$ cat src/rtl/pwm3_pkg.sv
package pwm3_pkg;
  localparam int unsigned FIELDS    = 4;
  localparam int unsigned IDX_RISE  = 0;
  localparam int unsigned IDX_FALL  = 1;
  localparam int unsigned IDX_LFALL = 2;
  localparam int unsigned IDX_LEN   = 3;
  localparam int unsigned CB_RUN    = 0;
  localparam int unsigned CB_HB     = 1;
  localparam int unsigned CB_DIR    = 2;
  localparam int unsigned CB_SEL    = 3;
  localparam logic [15:0] CTRL_RST  = 16'h0012;
endpackage

$ cat src/rtl/pwm3_prescale.sv
module pwm3_prescale #(
  parameter int unsigned SEL_W = 3
) (
  input  logic             clk,
  input  logic             rst_n,
  input  logic             en,
  input  logic [SEL_W-1:0] sel,
  output logic             tick
);
  localparam int unsigned DIV_W = 1 << SEL_W;

  logic [DIV_W-1:0] div_q, div_d, mask;

  always_comb begin
    for (int i = 0; i < DIV_W; i++) mask[i] = (i <= int'(sel));
  end

  assign tick = en && ((div_q & mask) == mask);

  always_comb begin
    div_d = div_q;
    if (!en) div_d = '0;
    else     div_d = div_q + 1'b1;
  end

  always_ff @(posedge clk or negedge rst_n) begin
    if (!rst_n) div_q <= '0;
    else        div_q <= div_d;
  end

  // a tick never repeats on the next cycle (divide is at least 2)
  a_r2_tick_spaced: assert property (@(posedge clk) disable iff (!rst_n)
    tick |=> !tick);
endmodule

$ cat src/rtl/pwm3_pair.sv
module pwm3_pair
  import pwm3_pkg::*;
#(
  parameter int unsigned CNT_W = 16
) (
  input  logic                          clk,
  input  logic                          rst_n,
  input  logic                          en,
  input  logic                          tick,
  input  logic                          wr_en,
  input  logic [1:0]                    wr_sel,
  input  logic [CNT_W-1:0]              wr_data,
  output logic [FIELDS-1:0][CNT_W-1:0]  pend,
  output logic                          hi,
  output logic                          lo,
  output logic                          wrap
);
  logic [FIELDS-1:0][CNT_W-1:0] pend_q, pend_d, act_q, act_d;
  logic [CNT_W-1:0]             cnt_q, cnt_d;
  logic                         hi_q, hi_d, lo_q, lo_d;
  logic                         at_len;

  assign at_len = (cnt_q == act_q[IDX_LEN]);
  assign wrap   = en && tick && at_len;
  assign pend   = pend_q;
  assign hi     = hi_q;
  assign lo     = lo_q;

  always_comb begin
    pend_d = pend_q;
    if (wr_en) pend_d[wr_sel] = wr_data;
  end

  always_comb begin
    act_d = act_q;
    cnt_d = cnt_q;
    hi_d  = hi_q;
    lo_d  = lo_q;
    if (!en) begin
      act_d = pend_q;
      cnt_d = '0;
      hi_d  = 1'b0;
      lo_d  = 1'b0;
    end else if (tick) begin
      if (cnt_q == act_q[IDX_RISE]) hi_d = 1'b1;
      if (cnt_q == act_q[IDX_FALL]) hi_d = 1'b0;
      if (at_len)                   lo_d = 1'b1;
      if ((cnt_q == act_q[IDX_LFALL]) || (hi_q && !hi_d)) lo_d = 1'b0;
      if (at_len) begin
        cnt_d = '0;
        act_d = pend_q;
      end else begin
        cnt_d = cnt_q + 1'b1;
      end
    end
  end

  always_ff @(posedge clk or negedge rst_n) begin
    if (!rst_n) begin
      pend_q <= '0;
      act_q  <= '0;
      cnt_q  <= '0;
      hi_q   <= 1'b0;
      lo_q   <= 1'b0;
    end else begin
      pend_q <= pend_d;
      act_q  <= act_d;
      cnt_q  <= cnt_d;
      hi_q   <= hi_d;
      lo_q   <= lo_d;
    end
  end

  // low side is never high just after its partner fell
  a_r6_low_drops_with_high: assert property (@(posedge clk) disable iff (!rst_n)
    $fell(hi_q) |-> !lo_q);
  // count stays within the active period
  a_r3_count_in_period: assert property (@(posedge clk) disable iff (!rst_n)
    en |-> (cnt_q <= act_q[IDX_LEN]));
  // active settings change only at a wrap or while stopped
  a_r7_active_held: assert property (@(posedge clk) disable iff (!rst_n)
    (en && !(tick && at_len)) |=> $stable(act_q));
  // stopped means counter zero and outputs low
  a_r10_idle_quiet: assert property (@(posedge clk) disable iff (!rst_n)
    !en |=> (cnt_q == '0 && !hi_q && !lo_q));
endmodule

$ cat src/rtl/pwm3_outmux.sv
module pwm3_outmux #(
  parameter int unsigned N_PAIRS = 3
) (
  input  logic                 hb_mode,
  input  logic                 dir,
  input  logic [N_PAIRS-1:0]   hi,
  input  logic [N_PAIRS-1:0]   lo,
  output logic [2*N_PAIRS-1:0] out
);
  logic [2*N_PAIRS-1:0] std_out;

  for (genvar p = 0; p < N_PAIRS; p++) begin : g_std
    assign std_out[2*p]   = hi[p];
    assign std_out[2*p+1] = lo[p];
  end

  always_comb begin
    out = std_out;
    if (hb_mode) begin
      out    = '0;
      out[0] = hi[0] && !dir;
      out[3] = hi[0] && !dir;
      out[1] = hi[0] && dir;
      out[2] = hi[0] && dir;
    end
  end
endmodule

$ cat src/rtl/pwm3_gen.sv
module pwm3_gen
  import pwm3_pkg::*;
#(
  parameter int unsigned CNT_W   = 16,
  parameter int unsigned N_PAIRS = 3,
  parameter int unsigned SEL_W   = 3,
  parameter int unsigned ADDR_W  = 4
) (
  input  logic                 clk,
  input  logic                 rst_n,
  input  logic                 reg_we,
  input  logic [ADDR_W-1:0]    reg_addr,
  input  logic [CNT_W-1:0]     reg_wdata,
  output logic [CNT_W-1:0]     reg_rdata,
  output logic [2*N_PAIRS-1:0] pwm_out,
  output logic                 irq
);
  localparam logic [ADDR_W-1:0] ADDR_CTRL = ADDR_W'(4 * N_PAIRS);
  localparam logic [ADDR_W-1:0] ADDR_CLR  = ADDR_W'(4 * N_PAIRS + 1);

  logic [1:0]       rst_sync_q;
  logic             rst_i;
  logic [CNT_W-1:0] ctrl_q, ctrl_d;
  logic             irq_q, irq_d;
  logic             tick, clr_hit;
  logic [N_PAIRS-1:0] hi_v, lo_v, wrap_v;
  logic [N_PAIRS-1:0][FIELDS-1:0][CNT_W-1:0] pend_v;

  always_ff @(posedge clk or negedge rst_n) begin
    if (!rst_n) rst_sync_q <= 2'b00;
    else        rst_sync_q <= {rst_sync_q[0], 1'b1};
  end
  assign rst_i = rst_sync_q[1];

  assign clr_hit = reg_we && (reg_addr == ADDR_CLR);

  always_comb begin
    ctrl_d = ctrl_q;
    if (reg_we && reg_addr == ADDR_CTRL) ctrl_d = reg_wdata;
  end

  always_comb begin
    irq_d = irq_q;
    if (clr_hit)    irq_d = 1'b0;
    if (|wrap_v)    irq_d = 1'b1;
  end

  always_ff @(posedge clk or negedge rst_i) begin
    if (!rst_i) begin
      ctrl_q <= CNT_W'(CTRL_RST);
      irq_q  <= 1'b0;
    end else begin
      ctrl_q <= ctrl_d;
      irq_q  <= irq_d;
    end
  end
  assign irq = irq_q;

  pwm3_prescale #(.SEL_W(SEL_W)) u_pre (
    .clk  (clk),
    .rst_n(rst_i),
    .en   (ctrl_q[CB_RUN]),
    .sel  (ctrl_q[CB_SEL +: SEL_W]),
    .tick (tick)
  );

  for (genvar p = 0; p < N_PAIRS; p++) begin : g_pair
    pwm3_pair #(.CNT_W(CNT_W)) u_pair (
      .clk    (clk),
      .rst_n  (rst_i),
      .en     (ctrl_q[CB_RUN]),
      .tick   (tick),
      .wr_en  (reg_we && (reg_addr[ADDR_W-1:2] == (ADDR_W-2)'(p))),
      .wr_sel (reg_addr[1:0]),
      .wr_data(reg_wdata),
      .pend   (pend_v[p]),
      .hi     (hi_v[p]),
      .lo     (lo_v[p]),
      .wrap   (wrap_v[p])
    );
  end

  always_comb begin
    reg_rdata = '0;
    if (reg_addr == ADDR_CTRL) reg_rdata = ctrl_q;
    for (int p = 0; p < N_PAIRS; p++) begin
      if (reg_addr[ADDR_W-1:2] == (ADDR_W-2)'(p)) reg_rdata = pend_v[p][reg_addr[1:0]];
    end
  end

  pwm3_outmux #(.N_PAIRS(N_PAIRS)) u_mux (
    .hb_mode(ctrl_q[CB_HB]),
    .dir    (ctrl_q[CB_DIR]),
    .hi     (hi_v),
    .lo     (lo_v),
    .out    (pwm_out)
  );

  // a wrap always leaves the flag set
  a_r8_set_on_wrap: assert property (@(posedge clk) disable iff (!rst_i)
    (|wrap_v) |=> irq);
  // the flag holds until acknowledged
  a_r8_sticky: assert property (@(posedge clk) disable iff (!rst_i)
    (irq && !clr_hit) |=> irq);
  // no leg drives both switches in bridge mode
  a_r9_no_shoot_through: assert property (@(posedge clk) disable iff (!rst_i)
    ctrl_q[CB_HB] |-> (!(pwm_out[0] && pwm_out[1]) && !(pwm_out[2] && pwm_out[3])));
endmodule

$ cat config.mk
export PLATFORM = sky130hd
export DESIGN_NAME = pwm3_gen
export DESIGN_NICKNAME = d
export VERILOG_FILES = /design/src/rtl/pwm3_pkg.sv /design/src/rtl/pwm3_prescale.sv /design/src/rtl/pwm3_pair.sv /design/src/rtl/pwm3_outmux.sv /design/src/rtl/pwm3_gen.sv
export SDC_FILE = /design/constraint.sdc
export NUM_CORES = 1
export LEC_CHECK = 0
export CAP_MARGIN = 20
export CORE_MARGIN = 2
export CORE_UTILIZATION = 40
export DETAILED_ROUTE_END_ITERATION = 10
export MAX_ROUTING_LAYER = met4
export PLACE_DENSITY = 0.54
export SLEW_MARGIN = 20
export SYNTH_ARGS = -nofsm -noshare
export SYNTH_HDL_FRONTEND = slang
export SYNTH_SLANG_ARGS = --single-unit
$ cat constraint.sdc
create_clock -name clk -period 17.3 [get_ports clk]
set_input_delay 5.19 -clock clk [delete_from_list [all_inputs] [get_ports clk]]
set_output_delay 5.19 -clock clk [all_outputs]
set_load 0.005 [all_outputs]
==> results of run 1 <==
[metal layers]
metal,part of all wire (%),vias to the layer above
li1,-,6131
met1,46,7367
met2,47,346
met3,4.5,91
met4,2.5,0
met5,0,-
[metrics by stage]
stage	hold WS, ns	setup WS [ns]	power [mW]	std cells
floorplan	0.331	3.38	2.23	1711
global placement	0.338	4.03	2.55	2386
detailed placement	0.348	4.01	2.56	2388
CTS	0.361	4.01	3.75	2484
global route	0.315	3.72	3.90	2487
finish	0.268	3.94	3.73	2487
[layout make-up]
class / instances / area (sq um) / share of cell area [%]
multi-input cells: 1089 / 9960 / 39.6
clock buffers: 77 / 1590 / 6.31
repair buffers: 75 / 732 / 2.91
clock inverters: 19 / 253 / 1.00
inverters: 14 / 52.6 / 0.209
well taps: 748 / 936 / 3.72
flip-flops and latches: 465 / 11600 / 46.3
[power by group]
group / switching [mW] / internal (mW) / total, mW
clock: 0.457 / 0.721 / 1.18
sequential: 0.332 / 1.40 / 1.73
combinational: 0.360 / 0.453 / 0.813
[layout by cell type, fill, tap and decap left out, drive strengths merged, types with 20 or more instances in the layout]
cell type and n:
clkbuf 77, nand4 46, xor2 67, or4 20, clkdlybuf4s50 42, nor2b 36
mux2 399, or3 23, a21oi 86, xnor2 130, buf 33, dfrtp 463
nor4 25, o21ai 32, nand2 42, nand3 25, mux4 48, nor2 23
[worst paths after layout]
check                                                           start                                endpoint  slack [ns]
worst max-delay path                                      reg_addr[0]                            reg_rdata[5]        3.94
worst min-delay path                          rst_sync_q[1]$_DFF_PN0_   g_pair[1].u_pair.cnt_q[8]$_DFFE_PN0P_        0.27
worst max register to register  g_pair[2].u_pair.cnt_q[7]$_DFFE_PN0P_  g_pair[2].u_pair.act_q[15]$_DFFE_PN0P_       13.20
max in group asynchronous                                       rst_n                 rst_sync_q[1]$_DFF_PN0_       12.39
min in group clk                              rst_sync_q[0]$_DFF_PN0_                 rst_sync_q[1]$_DFF_PN0_        0.36
worst min register to register                rst_sync_q[1]$_DFF_PN0_   g_pair[1].u_pair.cnt_q[8]$_DFFE_PN0P_        0.27
[sequential cells by signal (all words and copies together), names as in the netlist]
name	count
irq	1
g_pair.u_pair.lo	3
g_pair.u_pair.pend	192
u_pre.div_q	8
g_pair.u_pair.hi	3
g_pair.u_pair.cnt_q	48
rst_sync_q	2
ctrl_q	16
g_pair.u_pair.act_q	192
[cell families after synthesis]
kind of cell | synth area share (%)
xor+xnor | 7.74
fa+ha+maj | 0.224
flops | 52.2
buf+inv | 3.36
compound gates | 4.37
simple gates | 7.01
other cells | 0.0168
mux | 25.1
==> run summary, run 1 <==
setup repair bufs after CTS - 0
Cells after Synth - 1711
share of cells above drive strength 1 - 29.3%
GRT Total Usage - 24.6%
initial antenna violation count - 1
VDD IR-drop max - 71.4 uV
synthesis-stage register bit count - 465
Synth async-reset ratio - 100%
Post-route DRC - 0
nets@finish - 1724
period utilization - 77.2%
Synth top cells by count - dfrtp_1, mux2_2, xnor2_1
htree depth - 2
die width - 240 um
clk root buf - clkbuf_16
detailed-router iteration count before antenna repair - 5
number of fillers in the final layout - 5052
Cell Area, Placed - 23200 sq um
Worst Tran Pin Value - 1.12 ns
Top Usage Layer GRT - met2
main flop type after synthesis - dfrtp_1
final setup vio count - 0
Max Buffers Root-to-Sink - 3
crit path kind - input port to primary output
Area contributors post-synth - dfrtp_1, mux2_2, xnor2_1
met3 usage in global routing - 3.33%
CP startpoint kind - input port
Num CTS Buffers - 52
CTS Hold Bufs - 0
crit path cell chain - buf_4 > buf_4 > mux4_2 > nor2b_1 > a211oi_1 > a21oi_1 > clkdlybuf4s50_1
Lkg Pwr - 10.3 nW
fmax - 74.9 MHz
final std cell area, no fill - 25200 sq um
Period minus WS final - 13.36 ns
Mapped Area - 22300 sq um
TritonCTS clock tree - yes
setup tns final - 0 ns
Final ANT Viol Nets - 0
Fin Clk Skew - 0.0183 ns
Ports - 46
# diodes - 0
Critical Path RT - 12.11 ns
Largest stage delay, worst path - 0.62 ns
Worst Reg-to-Reg Cells - 7
Clock transition at path regs - 0.06 ns
relative slew slack - 25.2%
die height - 240 um
area leader, netlist - dfrtp_1
Layout area overhead - 12.8%
status - finished clean
Avg Vias per Cell - 5.60
most common cell in the netlist - dfrtp_1
die area - 57700 sq um
post-cts repair resize count - 0
most used cell, CP - buf_4
Post-synth EDFFs - 0
global routing met2 resource utilization - 38.3%
maxcap violations - 0
met1 Use GR - 33.7%
first-pass GRT wire length - 99300 um
Levels on crit path - 7
clock network latency to the later pin of the worst-skew pair - 0.60 ns
YS warnings - 0
Iter 0 DRT Violations - 911
CP bufs+invs - 3
worst hold-check path type - flop to async pin
Power per Cell Area - 148 nW/um^2
vias in the first global route - 14100
Max Slew Vio Count - 0
drt wl/cell - 26.8 um
Crit path arrival time - 8.17 ns
PortBufs - 45
total gr overflow - 0
total number of vias - 13900
synthesized area per cell - 13.0 sq um
Worst Setup End Kind - primary output
site row count - 86
initial core utilization - 40.5%
CTS Sinks - 465
sequential fraction of the synthesis area - 52.2%
Synth cell types - 51
critical path's top delay family - buffers and inverters
syn nets - 1738
RSZ-0062 raised after global routing - no
CP max FO - 40
largest net degree at the start of global routing - 179
drt total wl - 66600 um
Placer Congestion - 0.889
endpoints failing hold - 0
Core Area - 55100 sq um
post-layout util - 45.7%
post-synth top area share - 52.0%
Detailed Place HPWL - 47200 um
slowest CP cell - buf_4
No activity file was read; power rests on OpenSTA's default activity.
==> inputs of run 2 (changes only) <==
==> constraint.sdc (replaced) <==
create_clock -name clk -period 13.1 [get_ports clk]
set_input_delay 3.93 -clock clk [delete_from_list [all_inputs] [get_ports clk]]
set_output_delay 3.93 -clock clk [all_outputs]
set_load 0.005 [all_outputs]
==> run summary, run 2 (same netlist as run 1, synthesis figures left out) <==
Ports - 46 (unchanged)
total number of vias - 14100 (was 13900)
worst hold-check path type - flop to flop (was flop to async pin)
CTS Hold Bufs - 0 (unchanged)
Max Buffers Root-to-Sink - 3 (unchanged)
die height - 240 um (unchanged)
maxcap violations - 0 (unchanged)
Final ANT Viol Nets - 0 (unchanged)
clk root buf - clkbuf_16 (unchanged)
combinational share of power - 21.7% (was 21.8%)
Sequential Power Share - 46.2% (was 46.5%)
slowest CP cell - buf_2 (was buf_4)
Post-route DRC - 0 (unchanged)
Num CTS Buffers - 51 (was 52)
Clock power frac - 32.2% (was 31.6%)
detailed-router iteration count before antenna repair - 5 (unchanged)
drt wl/cell - 27.5 um (was 26.8 um)
Largest stage delay, worst path - 0.59 ns (was 0.62 ns)
crit path cell chain - buf_2 > buf_4 > mux4_2 > nor2b_1 > a211oi_1 > a21oi_1 > clkdlybuf4s50_1 (was buf_4 > buf_4 > mux4_2 > nor2b_1 > a211oi_1 > a21oi_1 > clkdlybuf4s50_1)
vias in the first global route - 14300 (was 14100)
period utilization - 81.5%
worst setup path startpoint - reg_addr[1] (was reg_addr[0])
PortBufs - 45 (unchanged)
die area - 57700 sq um (unchanged)
P_sw - 1.53 mW (was 1.15 mW)
TritonCTS clock tree - yes (unchanged)
share of cells above drive strength 1 - 28.9% (was 29.3%)
Power per Cell Area - 197 nW/um^2 (was 148 nW/um^2)
Lkg Pwr - 10.3 nW (about the same)
htree depth - 2 (unchanged)
Clock transition at path regs - 0.06 ns (about the same)
commonest non-fill, non-tap cells in the layout - dfrtp_1, mux2_2, xnor2_1, a21oi_1, mux2_1 (unchanged)
VDD IR-drop max - 109 uV (was 71.4 uV)
Crit path arrival time - 6.75 ns (was 8.17 ns)
Placer Congestion - 0.898 (was 0.889)
commonest non-fill, non-tap cell in the layout - dfrtp_1 (unchanged)
# placed instances - 2382 (was 2388)
nets@finish - 1716 (was 1724)
site row count - 86 (unchanged)
initial antenna violation count - 3 (was 1)
CP startpoint kind - input port (unchanged)
Iter 0 DRT Violations - 1129 (was 911)
endpoints failing hold - 0 (unchanged)
relative slew slack - 25.3% (was 25.2%)
setup tns final - 0 ns (unchanged)
GRT Total Usage - 25.0% (was 24.6%)
Avg Vias per Cell - 5.69 (was 5.60)
crit path kind - input port to primary output (unchanged)
setup repair bufs after CTS - 0 (unchanged)
post-cts repair resize count - 0 (unchanged)
clock network latency to the later pin of the worst-skew pair - 0.60 ns (about the same)
drt total wl - 68100 um (was 66600 um)
largest net degree at the start of global routing - 165 (was 179)
Worst Tran Pin Value - 1.12 ns (about the same)
initial core utilization - 40.5% (unchanged)
fmax - 93.7 MHz
Reg-to-Reg Start - g_pair[0].u_pair.cnt_q[1]$_DFFE_PN0P_ (was g_pair[2].u_pair.cnt_q[7]$_DFFE_PN0P_)
Layout area overhead - 12.4% (was 12.8%)
CTS Sinks - 465 (unchanged)
die width - 240 um (unchanged)
Detailed Place HPWL - 47700 um (was 47200 um)
total gr overflow - 0 (unchanged)
Net Sw Frac - 30.9% (was 30.8%)
Period minus WS final - 10.68 ns
Worst Setup End Kind - primary output (unchanged)
final cell count without fillers - 2479 (was 2487)
Critical Path RT - 9.17 ns (was 12.11 ns)
CP max FO - 32 (was 40)
Fin Clk Skew - 0.0191 ns (was 0.0183 ns)
Core Area - 55100 sq um (unchanged)
first-pass GRT wire length - 101000 um (was 99300 um)
Max Slew Vio Count - 0 (unchanged)
RSZ-0062 raised after global routing - no (unchanged)
Min Hold Slack - 0.342 ns (was 0.268 ns)
min-delay src - rst_sync_q[0]$_DFF_PN0_
status - finished clean (unchanged)
final setup vio count - 0 (unchanged)
Internal - 3.42 mW (was 2.58 mW)
number of fillers in the final layout - 5040 (was 5052)
==> run 2: worst max-delay path, delay by kind of cell <==
| kind | cells | cell delay [ns] |
|---|---|---|
| AOI/OAI and AO/OA | 2 | 0.71 |
| buffers and inverters | 3 | 1.56 |
| muxes | 1 | 0.37 |
| and+or+nand+nor | 1 | 0.15 |
==> run 2: routing by layer <==
layer	routed length, um	up-vias	track usage, %	part of all wire (%)
li1	-	6124	-	-
met1	31500	7526	34.5	46
met2	32200	352	39.2	47
met3	2810	95	3.47	4.1
met4	1630	0	6.08	2.4
met5	0	-	-	0
==> run 2: area by class of cell <==
type	instances	area, sq um	share of cell area [%]
multi-input combinational	1089	9940	39.7
clock buffer	72	1540	6.13
antenna	2	5.00	0.0200
sequential	465	11600	46.4
inverter	14	52.6	0.210
clock inverter	21	314	1.25
tap	748	936	3.73
timing repair buffer	68	638	2.55
==> run 2: power groups by stage <==
stage / logic [mW] / clock network, mW / registers [mW]
after floorplan: 0.844 / 0 / 2.10
after global placement: 1.05 / 0 / 2.31
after detailed placement: 1.07 / 0 / 2.31
after CTS: 1.08 / 1.61 / 2.29
after global routing: 1.16 / 1.67 / 2.33
final: 1.07 / 1.59 / 2.29
==> run 2: worst paths after layout <==
check | endpoint | slack [ns] | cells after the start
setup / recovery | reg_rdata[5] | 2.42 | 7
hold / removal | rst_sync_q[1]$_DFF_PN0_ | 0.34 | 0
setup reg to reg | g_pair[0].u_pair.act_q[14]$_DFFE_PN0P_ | 9.31 | 6
hold reg to reg | rst_sync_q[1]$_DFF_PN0_ | 0.34 | 0
max in group asynchronous | rst_sync_q[1]$_DFF_PN0_ | 9.47 | 1
min in group asynchronous | g_pair[1].u_pair.cnt_q[11]$_DFFE_PN0P_ | 0.40 | 0
==> run 2: stage by stage <==
stage | utilization, % | setup slack [ns] | area, sq um | power, mW
after floorplan | - | 3.66 | 22300 | 2.95
after detailed placement | 42.1 | 2.48 | 23200 | 3.38
after global routing | 45.5 | 2.25 | 25100 | 5.16
after CTS | 45.4 | 2.48 | 25000 | 4.98
final | 45.5 | 2.42 | 25100 | 4.95
after global placement | 42.1 | 2.54 | 23200 | 3.36
